==> src/rtl/gpio_trig_pkg.sv <==
package gpio_trig_pkg;

    localparam int unsigned BUS_W     = 32;
    localparam int unsigned IDX_W     = 4;
    localparam logic [BUS_W-1:0] VERSION_ID = 32'd3;

    typedef enum logic [IDX_W-1:0] {
        REG_VALUE = 4'd0,
        REG_DIR   = 4'd1,
        REG_IEN   = 4'd2,
        REG_STAT  = 4'd3,
        REG_PEND  = 4'd4,
        REG_CLR   = 4'd5,
        REG_EDGE  = 4'd6,
        REG_POL   = 4'd7,
        REG_VER   = 4'd8,
        REG_BOTH  = 4'd9
    } reg_idx_e;

    typedef enum logic [2:0] {
        TRIG_LVL_LO    = 3'd0,
        TRIG_LVL_HI    = 3'd1,
        TRIG_EDGE_FALL = 3'd2,
        TRIG_EDGE_RISE = 3'd3,
        TRIG_EDGE_ANY  = 3'd4
    } trig_mode_e;

    // The either-edge bit only matters once edge mode is selected.
    function automatic trig_mode_e decode_trig(logic edge_sel, logic pol, logic both);
        trig_mode_e m;
        if (!edge_sel) begin
            m = pol ? TRIG_LVL_HI : TRIG_LVL_LO;
        end else if (both) begin
            m = TRIG_EDGE_ANY;
        end else begin
            m = pol ? TRIG_EDGE_RISE : TRIG_EDGE_FALL;
        end
        return m;
    endfunction

endpackage

==> src/rtl/gpio_sync.sv <==
module gpio_sync #(
    parameter int unsigned WIDTH = 32
) (
    input  logic             clk,
    input  logic             rst_n,
    input  logic [WIDTH-1:0] async_in,
    output logic [WIDTH-1:0] sync_out
);

    logic [WIDTH-1:0] stage1_q;
    logic [WIDTH-1:0] stage2_q;

    always_ff @(posedge clk or negedge rst_n) begin
        if (!rst_n) begin
            stage1_q <= '0;
            stage2_q <= '0;
        end else begin
            stage1_q <= async_in;
            stage2_q <= stage1_q;
        end
    end

    assign sync_out = stage2_q;

endmodule

==> src/rtl/gpio_pin_trig.sv <==
module gpio_pin_trig
    import gpio_trig_pkg::*;
(
    input  logic clk,
    input  logic rst_n,
    input  logic pin_s,
    input  logic edge_sel,
    input  logic pol,
    input  logic both,
    output logic lvl_evt,
    output logic edg_evt
);

    logic       prev_q;
    trig_mode_e mode;

    always_ff @(posedge clk or negedge rst_n) begin
        if (!rst_n) begin
            prev_q <= 1'b0;
        end else begin
            prev_q <= pin_s;
        end
    end

    assign mode = decode_trig(edge_sel, pol, both);

    always_comb begin
        lvl_evt = 1'b0;
        edg_evt = 1'b0;
        unique case (mode)
            TRIG_LVL_LO:    lvl_evt = ~pin_s;
            TRIG_LVL_HI:    lvl_evt = pin_s;
            TRIG_EDGE_FALL: edg_evt = prev_q & ~pin_s;
            TRIG_EDGE_RISE: edg_evt = ~prev_q & pin_s;
            TRIG_EDGE_ANY:  edg_evt = prev_q ^ pin_s;
            default: begin
                lvl_evt = 1'b0;
                edg_evt = 1'b0;
            end
        endcase
    end

endmodule

==> src/rtl/gpio_trig_ctrl.sv <==
module gpio_trig_ctrl
    import gpio_trig_pkg::*;
#(
    parameter int unsigned NPINS = 32
) (
    input  logic                clk,
    input  logic                rst_n,
    input  logic                bus_sel,
    input  logic                bus_wr,
    input  logic [IDX_W-1:0]    bus_addr,
    input  logic [BUS_W-1:0]    bus_wdata,
    output logic [BUS_W-1:0]    bus_rdata,
    input  logic [NPINS-1:0]    pin_in,
    output logic [NPINS-1:0]    pin_out,
    output logic [NPINS-1:0]    pin_oe,
    output logic                irq
);

    localparam int unsigned W = NPINS;

    if (NPINS < 1 || NPINS > BUS_W) begin : g_bad_npins
        $error("NPINS must lie between 1 and 32");
    end

    logic [W-1:0] val_q, dir_q, ien_q, stat_q, edge_q, pol_q, both_q;
    logic [W-1:0] pin_s, lvl_evt, edg_evt, clr_mask, stat_d, pend;
    logic [W-1:0] wdata_n;
    logic         wr_en;
    reg_idx_e     idx;

    assign idx     = reg_idx_e'(bus_addr);
    assign wr_en   = bus_sel & bus_wr;
    assign wdata_n = bus_wdata[W-1:0];

    gpio_sync #(.WIDTH(W)) u_sync (
        .clk      (clk),
        .rst_n    (rst_n),
        .async_in (pin_in),
        .sync_out (pin_s)
    );

    for (genvar i = 0; i < W; i++) begin : g_pin
        gpio_pin_trig u_trig (
            .clk      (clk),
            .rst_n    (rst_n),
            .pin_s    (pin_s[i]),
            .edge_sel (edge_q[i]),
            .pol      (pol_q[i]),
            .both     (both_q[i]),
            .lvl_evt  (lvl_evt[i]),
            .edg_evt  (edg_evt[i])
        );
    end

    // Configuration and control words.
    always_ff @(posedge clk or negedge rst_n) begin
        if (!rst_n) begin
            val_q  <= '0;
            dir_q  <= '1;
            ien_q  <= '0;
            edge_q <= '0;
            pol_q  <= '0;
            both_q <= '0;
        end else if (wr_en) begin
            case (idx)
                REG_VALUE: val_q  <= wdata_n;
                REG_DIR:   dir_q  <= wdata_n;
                REG_IEN:   ien_q  <= wdata_n;
                REG_EDGE:  edge_q <= wdata_n;
                REG_POL:   pol_q  <= wdata_n;
                REG_BOTH:  both_q <= wdata_n;
                default:   ;
            endcase
        end
    end

    // Status: a clear beats a level event in the same cycle, an edge event survives it.
    assign clr_mask = (wr_en && idx == REG_CLR) ? wdata_n : '0;
    assign stat_d   = (stat_q & ~clr_mask) | edg_evt | (lvl_evt & ~clr_mask);

    always_ff @(posedge clk or negedge rst_n) begin
        if (!rst_n) begin
            stat_q <= '0;
        end else begin
            stat_q <= stat_d;
        end
    end

    assign pend    = stat_q & ien_q;
    assign irq     = |pend;
    assign pin_out = val_q;
    assign pin_oe  = ~dir_q;

    always_comb begin
        bus_rdata = '0;
        case (idx)
            REG_VALUE: bus_rdata[W-1:0] = (pin_s & dir_q) | (val_q & ~dir_q);
            REG_DIR:   bus_rdata[W-1:0] = dir_q;
            REG_IEN:   bus_rdata[W-1:0] = ien_q;
            REG_STAT:  bus_rdata[W-1:0] = stat_q;
            REG_PEND:  bus_rdata[W-1:0] = pend;
            REG_EDGE:  bus_rdata[W-1:0] = edge_q;
            REG_POL:   bus_rdata[W-1:0] = pol_q;
            REG_BOTH:  bus_rdata[W-1:0] = both_q;
            REG_VER:   bus_rdata        = VERSION_ID;
            default:   bus_rdata        = '0;
        endcase
    end

endmodule

==> config.mk <==
export PLATFORM = sky130hd
export DESIGN_NAME = gpio_trig_ctrl
export DESIGN_NICKNAME = d
export VERILOG_FILES = /design/src/rtl/gpio_trig_pkg.sv /design/src/rtl/gpio_sync.sv /design/src/rtl/gpio_pin_trig.sv /design/src/rtl/gpio_trig_ctrl.sv
export SDC_FILE = /design/constraint.sdc
export NUM_CORES = 1
export LEC_CHECK = 0
export ABC_CLOCK_PERIOD_IN_PS = 2500
export BUFFER_PORTS_ARGS = -buffer_cell sky130_fd_sc_hd__buf_2
export CAP_MARGIN = 10
export CORE_MARGIN = 2
export CORE_UTILIZATION = 25
export CTS_CLUSTER_DIAMETER = 80
export DETAILED_ROUTE_END_ITERATION = 8
export PLACE_DENSITY = 0.43
export SLEW_MARGIN = 20
export SYNTH_ARGS = -nofsm -noshare
export SYNTH_HDL_FRONTEND = slang
export SYNTH_SLANG_ARGS = --single-unit
export TNS_END_PERCENT = 30
==> constraint.sdc <==
create_clock -name clk -period 2.5 [get_ports clk]
set_clock_uncertainty 0.2 [all_clocks]
set_input_delay 0.5 -clock clk [delete_from_list [all_inputs] [get_ports clk]]
set_output_delay 0.5 -clock clk [all_outputs]
set_load 0.02 [all_outputs]
==> results.yml, run 1 <==
status:
  status: "finished, violations left"
  violations: "setup timing"
timing:
  slew_violations: 0
  period_minus_slack_ps: 3150
  grt_setup_unrepaired: "true"
  slew_headroom_pct: 60.2
  tightest_slew_ps: 598
  hold_viol: 0
  setup_slack_ps: -651
  finalSetupViolations: 33
  fmax_mhz: 317
  final.period_utilization_pct: 126
setup_path:
  worst-path-max-fanout: 2
  worstPathArrival_ps: 2450
  start_kind: "flip-flop"
  crit_type: "flip-flop to output port"
  end_kind: "output port"
  required_ps: 1800
route:
  finalWirelength_um: 54100
  wl_per_cell_um: 21.5
  viasPerCell: 4.71
  drt_pre_antenna_iters: 8
  vias: 11900
  antenna_left: 0
  drc: 0
  drt_iter0_drc: 726
job:
  cap_violations: 0
synth:
  yosysMostFrequentCell: "dfrtp_1"
  syn_area_per_cell_sq_um: 11.8
  synth_nets: 1446
  synthCells: 1310
  synth_seq_area_share_pct: 52.0
  synth_top_area_share_pct: 46.6
  synth-main-ff-cell: "dfrtp_1"
  syn_area_sq_um: 15500
  synth_warnings: 0
  synth_edf_count: 0
  synth_area_leaders: "dfrtp_1 (47%), mux2_2 (11%), dfstp_2 (5.4%)"
  synthArstFlopShare_pct: 100
  yosys.area.top_type: "dfrtp_1"
  synth.distinct_cells: 65
  synth_seq_cells: 320
  synthTopCellsByCount: "dfrtp_1 (288), mux2_2 (155), nand2_1 (126)"
finish:
  layout.nets: 1831
  finish.instance_area_sq_um: 21300
  area_delta_synth_final_pct: 37.6
  drive_gt1_share_pct: 39.6
  num_antenna_cells: 0
  nFillCells: 6211
pwr:
  power_density_nw_per_um2: 763
  ir_worst_vdd_mv: 0.444
  power.total_mw: 16.3
  leakage_nw: 9.93
cts:
  clk_latency_ps: 570
  clk_pin_slew_worst_paths_ps: 60
  h-tree-depth: 2
  cts_tree: "yes"
  clock-sinks: 320
  clock_path_buffers: 3
  cts_made_buffers: 43
  cts_root_buffer: "clkbuf_16"
global_routing:
  overflow: 0
  antenna_found_initial: 1
  grt_pass1_wl_um: 80300
  track_usage_pct: 16.9
  grt_pass1_vias: 12300
  grt_max_degree: 58
place:
  place_hpwl_um: 39300
  dpl-instance-area_sq_um: 18500
  io_buffers: 168
  gp_congestion: 0.819
floorplan:
  start_util_pct: 25.2
  ios: 169
  core-area_sq_um: 61500
  die_h_um: 253
  placementRows: 91
  die_area_sq_um: 63900
  dieWidth_um: 253
min_path:
  hp-class: "primary input to flip-flop"
-- per-stage QoR --
stage	utilization (%)	std cells	hold slack (ps)	setup WS (ps)	setup TNS, ps
floorplan	-	1310	4.41	-48.2	-109
global placement	30.2	2365	133	-488	-39980
detailed placement	30.2	2365	135	-462	-42280
CTS	33.9	2501	0.0193	-702	-8590
global route	34.6	2519	30.0	-705	-12550
finish	34.6	2519	31.2	-651	-10600
-- state kept, by name, summed over array words and instances (netlist names) --
register,cells
both_q,32
dir_q,32
edge_q,32
g_pin.u_trig.prev_q,32
ien_q,32
pin_out,32
pol_q,32
stat_q,32
u_sync.stage1_q,32
u_sync.sync_out,32
-- worst max-delay path: stages, from the launching register on --
cell,delay [ps]
dfrtp_1,440
a22o_1,260
a221oi_2,260
buf_4,170
nand3_2,60
or4_4,530
buf_6,160
-- what timing repair did --
action	4_1_cts	5_1_grt
pin swaps	21	33
endpoints found under the setup margin	33	33
setup buffers	7	18
gates cloned	0	1
hold buffers	51	0
gates resized for setup	84	67
endpoints found under the hold margin	92	0
-- kinds of logic (layout without fill, tap and decap cells) --
logic type	Yosys count	after routing	synth area share [%]
AO/OA/AOI/OAI	269	269	12.7
XOR/XNOR	32	32	1.81
adder cells (fa/ha/maj)	64	64	5.17
buffers and inverters	170	589	4.96
flip-flops	320	320	52.0
multiplexers	224	224	16.2
AND/OR/NAND/NOR	231	231	7.14
-- metal layers --
metal  routed length (um)  vias to the layer above  GRT usage, %
met5                   13                        -             0
met4                 1950                        2          6.68
met3                 2380                       93          2.53
met2                24800                      297          27.0
met1                25000                     6022          23.0
li1                     -                     5462             -
-- final timing paths --
kind | cells past startpoint | slack [ps] | startpoint | endpoint
hold / removal | 3 | 30 | bus_wdata[8] | dir_q[8]
setup / recovery | 6 | -650 | stat_q[16] | irq
hold reg to reg | 0 | 140 | u_sync.stage1_q[2] | u_sync.sync_out[2]
min in group asynchronous | 2 | 300 | rst_n | u_sync.stage1_q[22]
setup reg to reg | 5 | 860 | u_sync.sync_out[11] | stat_q[11]
max in group asynchronous | 3 | 1060 | rst_n | dir_q[11]
-- power by group --
part           switching [mW]  internal, mW  leakage [nW]
combinational            1.67          1.53          5.44
sequential              0.754          6.00          3.78
clock                    2.41          3.89         0.713
-- layout make-up --
type	count	area, sq um	share of cell area (%)
clock inverter	17	200	0.940
tap	790	988	4.64
multi-input combinational	820	7050	33.1
sequential	320	8050	37.8
inverter	108	405	1.90
clock buffer	62	1250	5.87
timing repair buffer	402	3350	15.7
-- cell usage in the layout, fill, tap and decap left out, drive strengths merged, types with 4 or more instances in the layout --
master,n
nand3,18
o2111ai,5
a22o,6
dlygate4sd3,51
o22ai,5
o211ai,42
mux2i,23
ha,64
a32oi,13
buf,351
clkbuf,62
o32ai,4
bufinv,4
dfstp,32
and2,4
inv,109
a31oi,4
a21oi,31
mux2,200
dfrtp,288
xor2,32
a221oi,12
and3,5
clkinv,10
nor2,45
nand2,126
a22oi,23
a21o,20
o2bb2ai,36
a222oi,5
o21ai,42
a211o,7
nor2b,7
No activity file was read; power rests on OpenSTA's default activity.
==> inputs of run 2 (changes only) <==
- ABC_AREA: default -> 1
==> results.yml, run 2 <==
setup_path:
  end_kind: "output port"
  start_kind: "flip-flop"
  r2r_cells: 6
  worst-path-max-fanout: 3
  required_ps: 1800
  crit_type: "flip-flop to output port"
  worstPathArrival_ps: 1800
timing:
  hold_viol: 0
  tightest_slew_ps: 586
  grt_setup_unrepaired: "true"
  period_minus_slack_ps: 2500
  setup_slack_ps: -3.43
  fmax_mhz: 399
  slew_headroom_pct: 60.9
  slew_violations: 0
  final.period_utilization_pct: 100
  finalSetupViolations: 1
  tns_ps: -3.43
min_path:
  hp-class: "primary input to flip-flop"
  whs_path_depth: 3
synth:
  yosysMostFrequentCell: "nand2_1"
  synth_nets: 2164
  synth_area_leaders: "dfrtp_1 (45%), nand2_1 (15%), o21ai_0 (7.7%)"
  synth_warnings: 0
  synth_top_area_share_pct: 45.4
  syn_area_per_cell_sq_um: 7.83
  synthCells: 2028
  synth_seq_cells: 320
  synthArstFlopShare_pct: 100
  synthTopCellsByCount: "nand2_1 (623), dfrtp_1 (288), o21ai_0 (246)"
  synth_edf_count: 0
  yosys.area.top_type: "dfrtp_1"
  synth_seq_area_share_pct: 50.6
  synth.distinct_cells: 27
  syn_area_sq_um: 15900
  synth-main-ff-cell: "dfrtp_1"
floorplan:
  core-area_sq_um: 63000
  die_area_sq_um: 65600
  start_util_pct: 25.2
  placementRows: 92
  die_h_um: 256
  dieWidth_um: 256
  ios: 169
cts:
  clock_path_buffers: 3
  clk_pin_slew_worst_paths_ps: 60
  cts_tree: "yes"
  clk_latency_ps: 570
  clock-sinks: 320
  h-tree-depth: 2
  cts_root_buffer: "clkbuf_16"
  cts_made_buffers: 42
pwr:
  power_density_nw_per_um2: 763
  leakage_nw: 10.5
  ir_worst_vdd_mv: 0.383
  power.total_mw: 15.9
route:
  drt_iter0_drc: 955
  wl_per_cell_um: 17.2
  antenna_left: 0
  drc: 0
  drt_pre_antenna_iters: 7
  vias: 14000
  finalWirelength_um: 55000
  viasPerCell: 4.40
finish:
  drive_gt1_share_pct: 20.4
  nFillCells: 6690
  layout.nets: 2446
  area_delta_synth_final_pct: 30.8
  layout_commonest_cell: "nand2_1"
  regArea_sq_um: 8050
  final_cell_mix: "nand2_1 (599), dfrtp_1 (285), o21ai_0 (219)"
  multiInputGateArea_sq_um: 6880
global_routing:
  track_usage_pct: 16.9
  grt_max_degree: 65
  antenna_found_initial: 2
  grt_pass1_wl_um: 85900
  overflow: 0
  grt_pass1_vias: 14400
place:
  place_hpwl_um: 37900
  io_buffers: 168
  gp_congestion: 0.846
job:
  cap_violations: 0
status:
  status: "finished, violations left"
  violations: "setup timing"
-- run 2: logic make-up after synthesis --
logic type / share of synthesized area, %
adder cells (fa/ha/maj): 5.04
flip-flops: 50.6
AND/OR/NAND/NOR: 24.5
buffers and inverters: 7.58
AO/OA/AOI/OAI: 12.2
-- run 2: final cells by class --
cell class	instances	share of cell area (%)
Timing Repair Buffer	305	11.8
Antenna cell	2	0.0241
Multi-Input combinational cell	1408	33.1
Clock inverter	14	0.891
Clock buffer	61	5.99
Sequential cell	320	38.8
Tap cell	846	5.09
Inverter	233	4.28
-- run 2: worst max-delay path, cell delays in order, from the launching register on --
cell,delay [ps]
dfstp_2,560
nor2_2,40
nor2_2,100
nor2_1,60
nor2_1,150
nand3_2,150
buf_6,170
-- run 2: per-stage QoR --
stage               utilization, %  cells  hold slack, ps  setup slack [ps]  area (sq um)
global route                  33.0   3187            86.7             -75.7         20800
global placement              29.2   3050             136              -239         18400
CTS                           32.6   3175            63.6             -54.1         20500
finish                        33.0   3189            84.4             -3.43         20800
detailed placement            29.2   3050             135              -243         18400
floorplan                        -   2028            4.41               333         15900
-- run 2: timing repair --
action	CTS	global route
buffers inserted	17	12
hold endpoints to repair	67	0
pin swaps	25	32
gates resized for setup	85	80
hold buffers	33	0
gates cloned	0	0
endpoints found under the setup margin	26	33
-- run 2: path summary, 6_finish.rpt --
check	slack [ps]	startpoint	endpoint
max in group asynchronous	1110	rst_n	dir_q[22]
worst max-delay path	-3	dir_q[0]	bus_rdata[0]
worst max register to register	1030	u_sync.sync_out[0]	stat_q[0]
min in group asynchronous	270	rst_n	u_sync.stage1_q[20]
worst min register to register	140	u_sync.stage1_q[27]	u_sync.sync_out[27]
worst min-delay path	80	bus_wdata[14]	pol_q[14]
-- run 2: report_power, final --
group	switching (mW)	internal (mW)
Sequential	0.645	5.93
Combinational	1.86	1.16
Clock	2.41	3.86
-- run 2: layer usage --
| metal | global-route usage [%] | share of wire [%] | vias to the layer above |
|---|---|---|---|
| met3 | 2.99 | 5.2 | 95 |
| met4 | 5.75 | 3.0 | 0 |
| met5 | 0 | 0 | - |
| li1 | - | - | 6978 |
| met1 | 22.3 | 46 | 6623 |
| met2 | 27.9 | 46 | 323 |
